===== src/rtl/prg_pkg.sv =====
package prg_pkg;
  typedef enum logic [1:0] {
    SRC_PWR_ON   = 2'd0,
    SRC_PWR_GOOD = 2'd1,
    SRC_HOT_RST  = 2'd2,
    SRC_SPARE    = 2'd3
  } src_mode_e;
endpackage


===== src/rtl/prg_sync2.sv =====
module prg_sync2 #(
  parameter int   W       = 1,
  parameter logic RST_VAL = 1'b0
) (
  input  logic         clk,
  input  logic         rst_n,
  input  logic [W-1:0] d,
  output logic [W-1:0] q
);
  logic [W-1:0] meta_q;
  logic [W-1:0] sync_q;

  always_ff @(posedge clk or negedge rst_n) begin
    if (!rst_n) begin
      meta_q <= {W{RST_VAL}};
      sync_q <= {W{RST_VAL}};
    end else begin
      meta_q <= d;
      sync_q <= meta_q;
    end
  end

  assign q = sync_q;
endmodule


===== src/rtl/prg_port_ctl.sv =====
module prg_port_ctl #(
  parameter int MIN_CYC = 50000,
  localparam int CW = $clog2(MIN_CYC + 1)
) (
  input  logic clk,
  input  logic rst_n,
  input  logic src_active,
  output logic asserted_o
);
  localparam logic [CW-1:0] MIN_V = CW'(MIN_CYC);

  logic          asrt_q, asrt_d;
  logic [CW-1:0] cnt_q, cnt_d;
  logic          cnt_en;

  // next state
  always_comb begin
    asrt_d = asrt_q;
    cnt_d  = cnt_q;
    cnt_en = 1'b0;
    if (!asrt_q) begin
      if (src_active) begin
        asrt_d = 1'b1;
        cnt_d  = MIN_V;
        cnt_en = 1'b1;
      end
    end else if (cnt_q != '0) begin
      cnt_d  = cnt_q - CW'(1);
      cnt_en = 1'b1;
    end else if (!src_active) begin
      asrt_d = 1'b0;
    end
  end

  // registers
  always_ff @(posedge clk or negedge rst_n) begin
    if (!rst_n) begin
      asrt_q <= 1'b1;
      cnt_q  <= MIN_V;
    end else begin
      asrt_q <= asrt_d;
      if (cnt_en) cnt_q <= cnt_d;
    end
  end

  assign asserted_o = asrt_q;

  AST_MIN_WIDTH: assert property (@(posedge clk) disable iff (!rst_n)
    $fell(asrt_q) |-> ($past(cnt_q) == '0));
  AST_RELOAD_ON_NEW: assert property (@(posedge clk) disable iff (!rst_n)
    $rose(asrt_q) |-> (cnt_q == MIN_V));
  AST_SRC_HOLDS: assert property (@(posedge clk) disable iff (!rst_n)
    (asrt_q && src_active) |=> asrt_q);
  AST_CNT_RANGE: assert property (@(posedge clk) disable iff (!rst_n)
    cnt_q <= MIN_V);
  AST_QUIET_RELEASE: assert property (@(posedge clk) disable iff (!rst_n)
    (asrt_q && cnt_q == '0 && !src_active) |=> !asrt_q);
endmodule


===== src/rtl/prg_port_reset.sv =====
module prg_port_reset
  import prg_pkg::*;
#(
  parameter int NUM_PORTS         = 3,
  parameter int MIN_ASSERT_CYCLES = 50000
) (
  input  logic                 clk,
  input  logic                 rst_n,
  input  logic [1:0]           mode_sel,
  input  logic [NUM_PORTS-1:0] slot_pwr_on,
  input  logic [NUM_PORTS-1:0] pwr_good,
  input  logic [NUM_PORTS-1:0] hot_reset,
  input  logic [NUM_PORTS-1:0] alt_fn_en,
  output logic [NUM_PORTS-1:0] rst_pin_o,
  output logic [NUM_PORTS-1:0] rst_pin_oe
);
  logic [1:0]           rst_pipe_q;
  logic                 rst_n_s;
  logic [NUM_PORTS-1:0] pg_s;
  logic [NUM_PORTS-1:0] hr_s;
  logic [NUM_PORTS-1:0] src_act;
  logic [NUM_PORTS-1:0] asserted;
  logic [NUM_PORTS-1:0] oe_q;
  src_mode_e            mode;

  // reset: asynchronous assertion, synchronous release
  always_ff @(posedge clk or negedge rst_n) begin
    if (!rst_n) rst_pipe_q <= 2'b00;
    else        rst_pipe_q <= {rst_pipe_q[0], 1'b1};
  end
  assign rst_n_s = rst_pipe_q[1];

  prg_sync2 #(.W(NUM_PORTS), .RST_VAL(1'b0)) u_pg_sync (
    .clk(clk), .rst_n(rst_n_s), .d(pwr_good), .q(pg_s)
  );
  prg_sync2 #(.W(NUM_PORTS), .RST_VAL(1'b1)) u_hr_sync (
    .clk(clk), .rst_n(rst_n_s), .d(hot_reset), .q(hr_s)
  );

  assign mode = src_mode_e'(mode_sel);

  for (genvar i = 0; i < NUM_PORTS; i++) begin : g_port
    always_comb begin
      case (mode)
        SRC_PWR_GOOD: src_act[i] = ~pg_s[i];
        SRC_HOT_RST:  src_act[i] = hr_s[i];
        default:      src_act[i] = ~slot_pwr_on[i];
      endcase
    end

    prg_port_ctl #(.MIN_CYC(MIN_ASSERT_CYCLES)) u_ctl (
      .clk(clk), .rst_n(rst_n_s), .src_active(src_act[i]), .asserted_o(asserted[i])
    );

    always_ff @(posedge clk or negedge rst_n_s) begin
      if (!rst_n_s) oe_q[i] <= 1'b0;
      else          oe_q[i] <= alt_fn_en[i];
    end

    AST_OE_TRISTATE: assert property (@(posedge clk) disable iff (!rst_n_s)
      !alt_fn_en[i] |=> !rst_pin_oe[i]);
    AST_PIN_LOW_WHEN_SRC: assert property (@(posedge clk) disable iff (!rst_n_s)
      src_act[i] |=> !rst_pin_o[i]);
  end

  assign rst_pin_o  = ~asserted;
  assign rst_pin_oe = oe_q;
endmodule


===== config.mk =====
export PLATFORM = sky130hd
export DESIGN_NAME = prg_port_reset
export DESIGN_NICKNAME = d
export VERILOG_FILES = /design/src/rtl/prg_pkg.sv /design/src/rtl/prg_sync2.sv /design/src/rtl/prg_port_ctl.sv /design/src/rtl/prg_port_reset.sv
export SDC_FILE = /design/constraint.sdc
export NUM_CORES = 1
export LEC_CHECK = 0
export BUFFER_PORTS_ARGS = -buffer_cell sky130_fd_sc_hd__buf_2
export CAP_MARGIN = 20
export CELL_PAD_IN_SITES_DETAIL_PLACEMENT = 1
export CELL_PAD_IN_SITES_GLOBAL_PLACEMENT = 1
export CORE_MARGIN = 2
export CORE_UTILIZATION = 35
export CTS_CLUSTER_DIAMETER = 120
export DETAILED_ROUTE_END_ITERATION = 8
export PLACE_DENSITY = 0.64
export REMOVE_ABC_BUFFERS = 1
export SYNTH_ARGS = -nofsm -noshare
export SYNTH_HDL_FRONTEND = slang
export SYNTH_SLANG_ARGS = --single-unit

===== constraint.sdc =====
create_clock -name clk -period 3.05 [get_ports clk]
set_input_delay 0.305 -clock clk [delete_from_list [all_inputs] [get_ports clk]]
set_output_delay 0.305 -clock clk [all_outputs]
set_load 0.01 [all_outputs]

# Word-level counts from Yosys, hierarchy flattened
# Cells that the tools add are included.
[classes] addsub=3 eq_ne=5 n_mux=27 bitwise_logic=7 reduce_logical=9
[ops] operator="two-way mux 16 bit" count=9
[ops] operator="nonzero test 16 bit" count=3
[ops] operator="subtractor 16 x 1 -> 16 bit, second input constant" count=3
[ops] operator="two-way mux 1 bit" count=15
[ops] operator="AND reduction 3 bit" count=3
[ops] operator="inequality test 2 bit, second input constant" count=3
[ops] operator="NOT 1 bit" count=6
[ops] operator="case mux 1 bit (2 select lines)" count=3
[ops] operator="nonzero test 2 bit" count=3
[ops] operator="NOT 3 bit" count=1
[ops] operator="== test 2 x 1 -> 1 bit, second input constant" count=1
[ops] operator="== test 2 bit, second input constant" count=1
[totals] register_bits=68 out_inout_bits=6

# Longest topological paths before layout
[depth] ltp_word=5 depth_mapped=8 mapped_depth_nobuf=6

# Modules after synthesis
# A second synthesis with hierarchy kept.
[unflattened] cells_unflattened=344 hier_area_um2=3483.3
[by_module_without_submodules] module="prg_port_ctl" n_inst=3 cells_each=102 area_each_um2=977.2 seq_area_each_um2=434.2
[by_module_without_submodules] module="prg_port_reset" n_inst=1 cells_each=26 area_each_um2=244.0 seq_area_each_um2=125.1
[by_module_without_submodules] module="prg_sync2 (u_hr_sync)" n_inst=1 cells_each=6 area_each_um2=157.7 seq_area_each_um2=157.7
[by_module_without_submodules] module="prg_sync2 (u_pg_sync)" n_inst=1 cells_each=6 area_each_um2=150.1 seq_area_each_um2=150.1

# Worst setup path before layout
# Ideal clock, no wire load.
[synth_path] path_type="register to register" start="register g_port[0].u_ctl.cnt_q[0]" end="register g_port[0].u_ctl.cnt_q[11]" setup_time_ns=0.078 t_arrival_ns=1.714 path_slack_ns=1.258 path_stages_with_launch=8 n_path_buf=1 path_cell_list="dfrtp_1 > inv_1 > ha_1 > nor3b_1 > and4_1 > buf_2 > or4b_1 > a21oi_1"
[synth_between] elab_chain_cells=4
[synth_rtl] item="start: declaration" line="prg_port_ctl.sv:13" text="logic [CW-1:0] cnt_q, cnt_d;"
[synth_rtl] item="start signal: assignment" line="prg_port_ctl.sv:42" text="if (cnt_en) cnt_q <= cnt_d;"
[synth_rtl] item="branches (longest 4 deep; another with subtractor 16 x 1 -> 16 bit)"
# Several ways; the timed one is not identified. The select of a mux whose other input is x is not followed.
# A chain may end at the register's enable or synchronous reset.

# Worst setup path in the final report
[layout_path] start="register g_port[1].u_ctl.asrt_q" end="register g_port[1].u_ctl.cnt_q[13]"
[layout_between] elab_chain_cells=2
[layout_rtl] item="start: declaration" line="prg_port_ctl.sv:12" text="logic asrt_q, asrt_d;"
[layout_rtl] item="start signal: assignment" line="prg_port_ctl.sv:41" text="asrt_q <= asrt_d;"
[layout_rtl] item="inequality test 2 bit (no line), or another cell as far along"
[layout_rtl] item="AND reduction 3 bit (no line)"
[layout_rtl] item="end signal: assignment" line="prg_port_ctl.sv:42"
[layout_rtl] item="end: declaration" line="prg_port_ctl.sv:13"
# Several ways; a longest one is shown, not always the timed one.

==> results.toml <==
[global_routing]
grt_pass1_vias = 2681
antenna_found_initial = 0
grt_pass1_wl_mm = 13.1
grt.total_usage = 0.160
grt_start_max_net_pins = 67
grt-ovfl-total = 0

[place]
place_area_mm2 = 0.00372
hpwl_mm = 5.42
portBuffers = 21
finalWeightedCongestion = 0.793

[die]
die-area_mm2 = 0.0107
row_count = 36
start_util = 0.357
die_w_um = 103
coreArea_mm2 = 0.00968
ios = 22
fp.dieH_um = 103

[yosys]
yosysWarnings = 0
synth_cells = 328
synth-compound-area-share = 0.122
yosysUniqueCellTypes = 58
yosys.area_share.simple = 0.260
yosysTopAreaCellShare = 0.297
ys_async_sr_fraction = 1.00
muxShareOfSynthArea = 0.0637
synth_area_leaders = "dfrtp_1 30%, dfstp_2 21%, mux2i_1 6.4%, nand2_1 3.4%, nor2_1 2.2%"
synth_flop_cell = "dfrtp_1"
synth_seq_cells = 68
synth-xor-area-share = 0.00507
synth_area_mm2 = 0.00346
synth_top_area_cell = "dfrtp_1"
synth_edf_count = 0
synth_area_per_cell_um2 = 10.5
synth_top_family_by_area = "simple AND/OR/NAND/NOR gates"
synthAdderAreaFrac = 0.0181
ys_seq_area_frac = 0.502

[drt]
drc = 0
wl_mm = 7.73
vias_per_cell = 5.32
first_iter_violations = 94
dr_total_vias = 2630
ant_nets = 0
wire_per_inst_um = 15.6
drt_pass1_iterations = 4

[clocking]
tritoncts = "built"
h-tree-depth = 3
clk_latency_ns = 0.35
clk_pin_slew_ns = 0.08
root_buffer = "clkbuf_8"
clockBufferDepth = 2
clock_sinks = 68
postCtsSetupRepairBufs = 0
numCtsBuffers = 9

[sta]
finalCritPeriodShare = 0.653
rsz0062_at_grt = "false"
maxSlewViolCount = 0
worst_pin_slew_ns = 0.824
clock.fmax_mhz = 502
finClkSkew_ns = 0.00628
relSlewSlack = 0.450
hold_violations = 0
min_period_ns = 1.99
setup-violations-final = 0
tns_ns = 0

[cells_and_area]
design.final.nets = 377
diodes = 0
fillCellCount = 1080
area_growth_pct = 14.3
drive_gt1_frac = 0.227
postLayoutCellArea_mm2 = 0.00395

[outcome]
status = "finished, final reports clean"

[min_path]
hp-class = "in2reg"

[setup_path]
start_kind = "flip-flop"
crit_arrival_ns = 2.27
critPathCaptureType = "flip-flop"
required_ns = 3.33
cp_max_fo = 7
path_class = "reg2reg"

[pwr]
leakage_uw = 0.00164
p_per_area_mw_per_mm2 = 460
ir_drop_mv = 0.215

[flow_run]
max_cap_violations = 0
==> layout make-up <==
class / count / area, µm² / share of cell area
sequential: 68 / 1740 / 0.439
clock buffer: 10 / 138 / 0.0348
tap: 133 / 166 / 0.0421
clock inverter: 6 / 86.3 / 0.0218
inverter: 16 / 60.1 / 0.0152
multi-input combinational: 236 / 1630 / 0.412
timing repair buffer: 25 / 138 / 0.0348
==> layout by cell type (no fill, tap or decap), types with 3 or more instances in the layout <==
| cell | netlist | routed |
|---|---|---|
| mux2i_1 | 22 | 22 |
| nand4bb_1 | 3 | 3 |
| nor3_1 | 12 | 12 |
| clkbuf_8 | 0 | 10 |
| and4_1 | 3 | 3 |
| nand3_1 | 14 | 14 |
| nand2_1 | 31 | 31 |
| buf_2 | 3 | 21 |
| dfstp_2 | 27 | 27 |
| o21ai_1 | 3 | 3 |
| inv_1 | 16 | 16 |
| o31ai_1 | 6 | 6 |
| o21ai_0 | 11 | 11 |
| nand2b_1 | 4 | 4 |
| nand4_1 | 6 | 6 |
| a21oi_1 | 11 | 11 |
| nor2b_1 | 4 | 4 |
| or3_1 | 3 | 3 |
| buf_4 | 0 | 3 |
| nor4_2 | 5 | 5 |
| a211oi_1 | 3 | 3 |
| dfrtp_1 | 41 | 40 |
| nor4_1 | 4 | 4 |
| ha_1 | 5 | 5 |
| o311a_1 | 3 | 3 |
| or4_1 | 6 | 6 |
| a31oi_1 | 6 | 6 |
| and2_1 | 5 | 5 |
| and3_1 | 5 | 5 |
| nor2_1 | 20 | 20 |
==> routing by layer <==
layer	wire, µm	GRT usage	up-vias
met5	0	0	-
met4	125	0.0678	0
met3	172	0.0390	10
met2	3670	0.254	26
met1	3760	0.209	1310
li1	-	-	1284
==> Yosys cell counts (4+ instances only) <==
master,count
nor2_1,20
and3_1,5
o31ai_1,6
dfstp_2,27
a21oi_1,11
o21ai_0,11
nor4_1,4
nand2b_1,4
inv_1,16
a31oi_1,6
dfrtp_1,41
ha_1,5
nor2b_1,4
clkbuf_1,4
nand2_1,31
nand3_1,14
nand4_1,6
mux2i_1,22
or4_1,6
nor3_1,12
nor4_2,5
and2_1,5
==> repair_timing <==
action,in CTS,in global routing
hold buffers,1,0
hold endpoints to repair,2,0
gates resized for setup,0,0
==> worst max-delay path: stages (launching register included) <==
cell and delay [ns]:
dfstp_2 0.58, nor4b_1 0.42, nand4b_1 0.28, nor4b_1 0.41
mux2i_1 0.22
==> logic make-up after synthesis <==
group / Yosys count
mux: 22
fa+ha+maj: 5
compound gates: 61
xor+xnor: 2
flops: 68
other cells: 1
simple gates: 145
buf+inv: 24
==> metrics by stage <==
stage	std cells	hold slack [ns]	total power [µW]	util	setup WS, ns
2_1_floorplan	320	0.00941	964	-	0.678
3_3_place_gp	477	0.0928	989	0.384	1.06
3_5_place_dp	477	0.0966	991	0.384	0.982
4_1_cts	494	0.0255	1850	0.408	1.06
5_1_grt	494	0.0262	1900	0.408	0.880
6_report	494	0.0433	1820	0.408	1.06
==> power breakdown <==
part           internal (µW)  total (µW)  switching [µW]
Combinational           16.2        53.0            36.7
Sequential               917         920            3.04
Clock                    483         846             364
Total                   1420        1820             404
==> sequential cells by signal, indices dropped and copies added, names as in the netlist <==
name / flops
u_pg_sync.q: 3
u_hr_sync.meta_q: 3
g_port.u_ctl.cnt_q: 48
u_pg_sync.meta_q: 3
rst_pin_oe: 3
u_hr_sync.q: 3
rst_pipe_q: 2
g_port.u_ctl.asserted_o: 3
==> final timing paths <==
check / startpoint / endpoint / slack, ns / cells after the start
min in group asynchronous: rst_n / rst_pipe_q[0] / 0.28 / 2
min: hot_reset[0] / u_hr_sync.meta_q[0] / 0.04 / 1
max reg2reg: g_port[1].u_ctl.asserted_o / g_port[1].u_ctl.cnt_q[13] / 1.06 / 4
max: g_port[1].u_ctl.asserted_o / g_port[1].u_ctl.cnt_q[13] / 1.06 / 4
min reg2reg: u_pg_sync.meta_q[2] / u_pg_sync.q[2] / 0.35 / 0
max in group asynchronous: rst_pipe_q[1] / g_port[2].u_ctl.cnt_q[11] / 2.07 / 1
(Power assumes the default switching activity.)
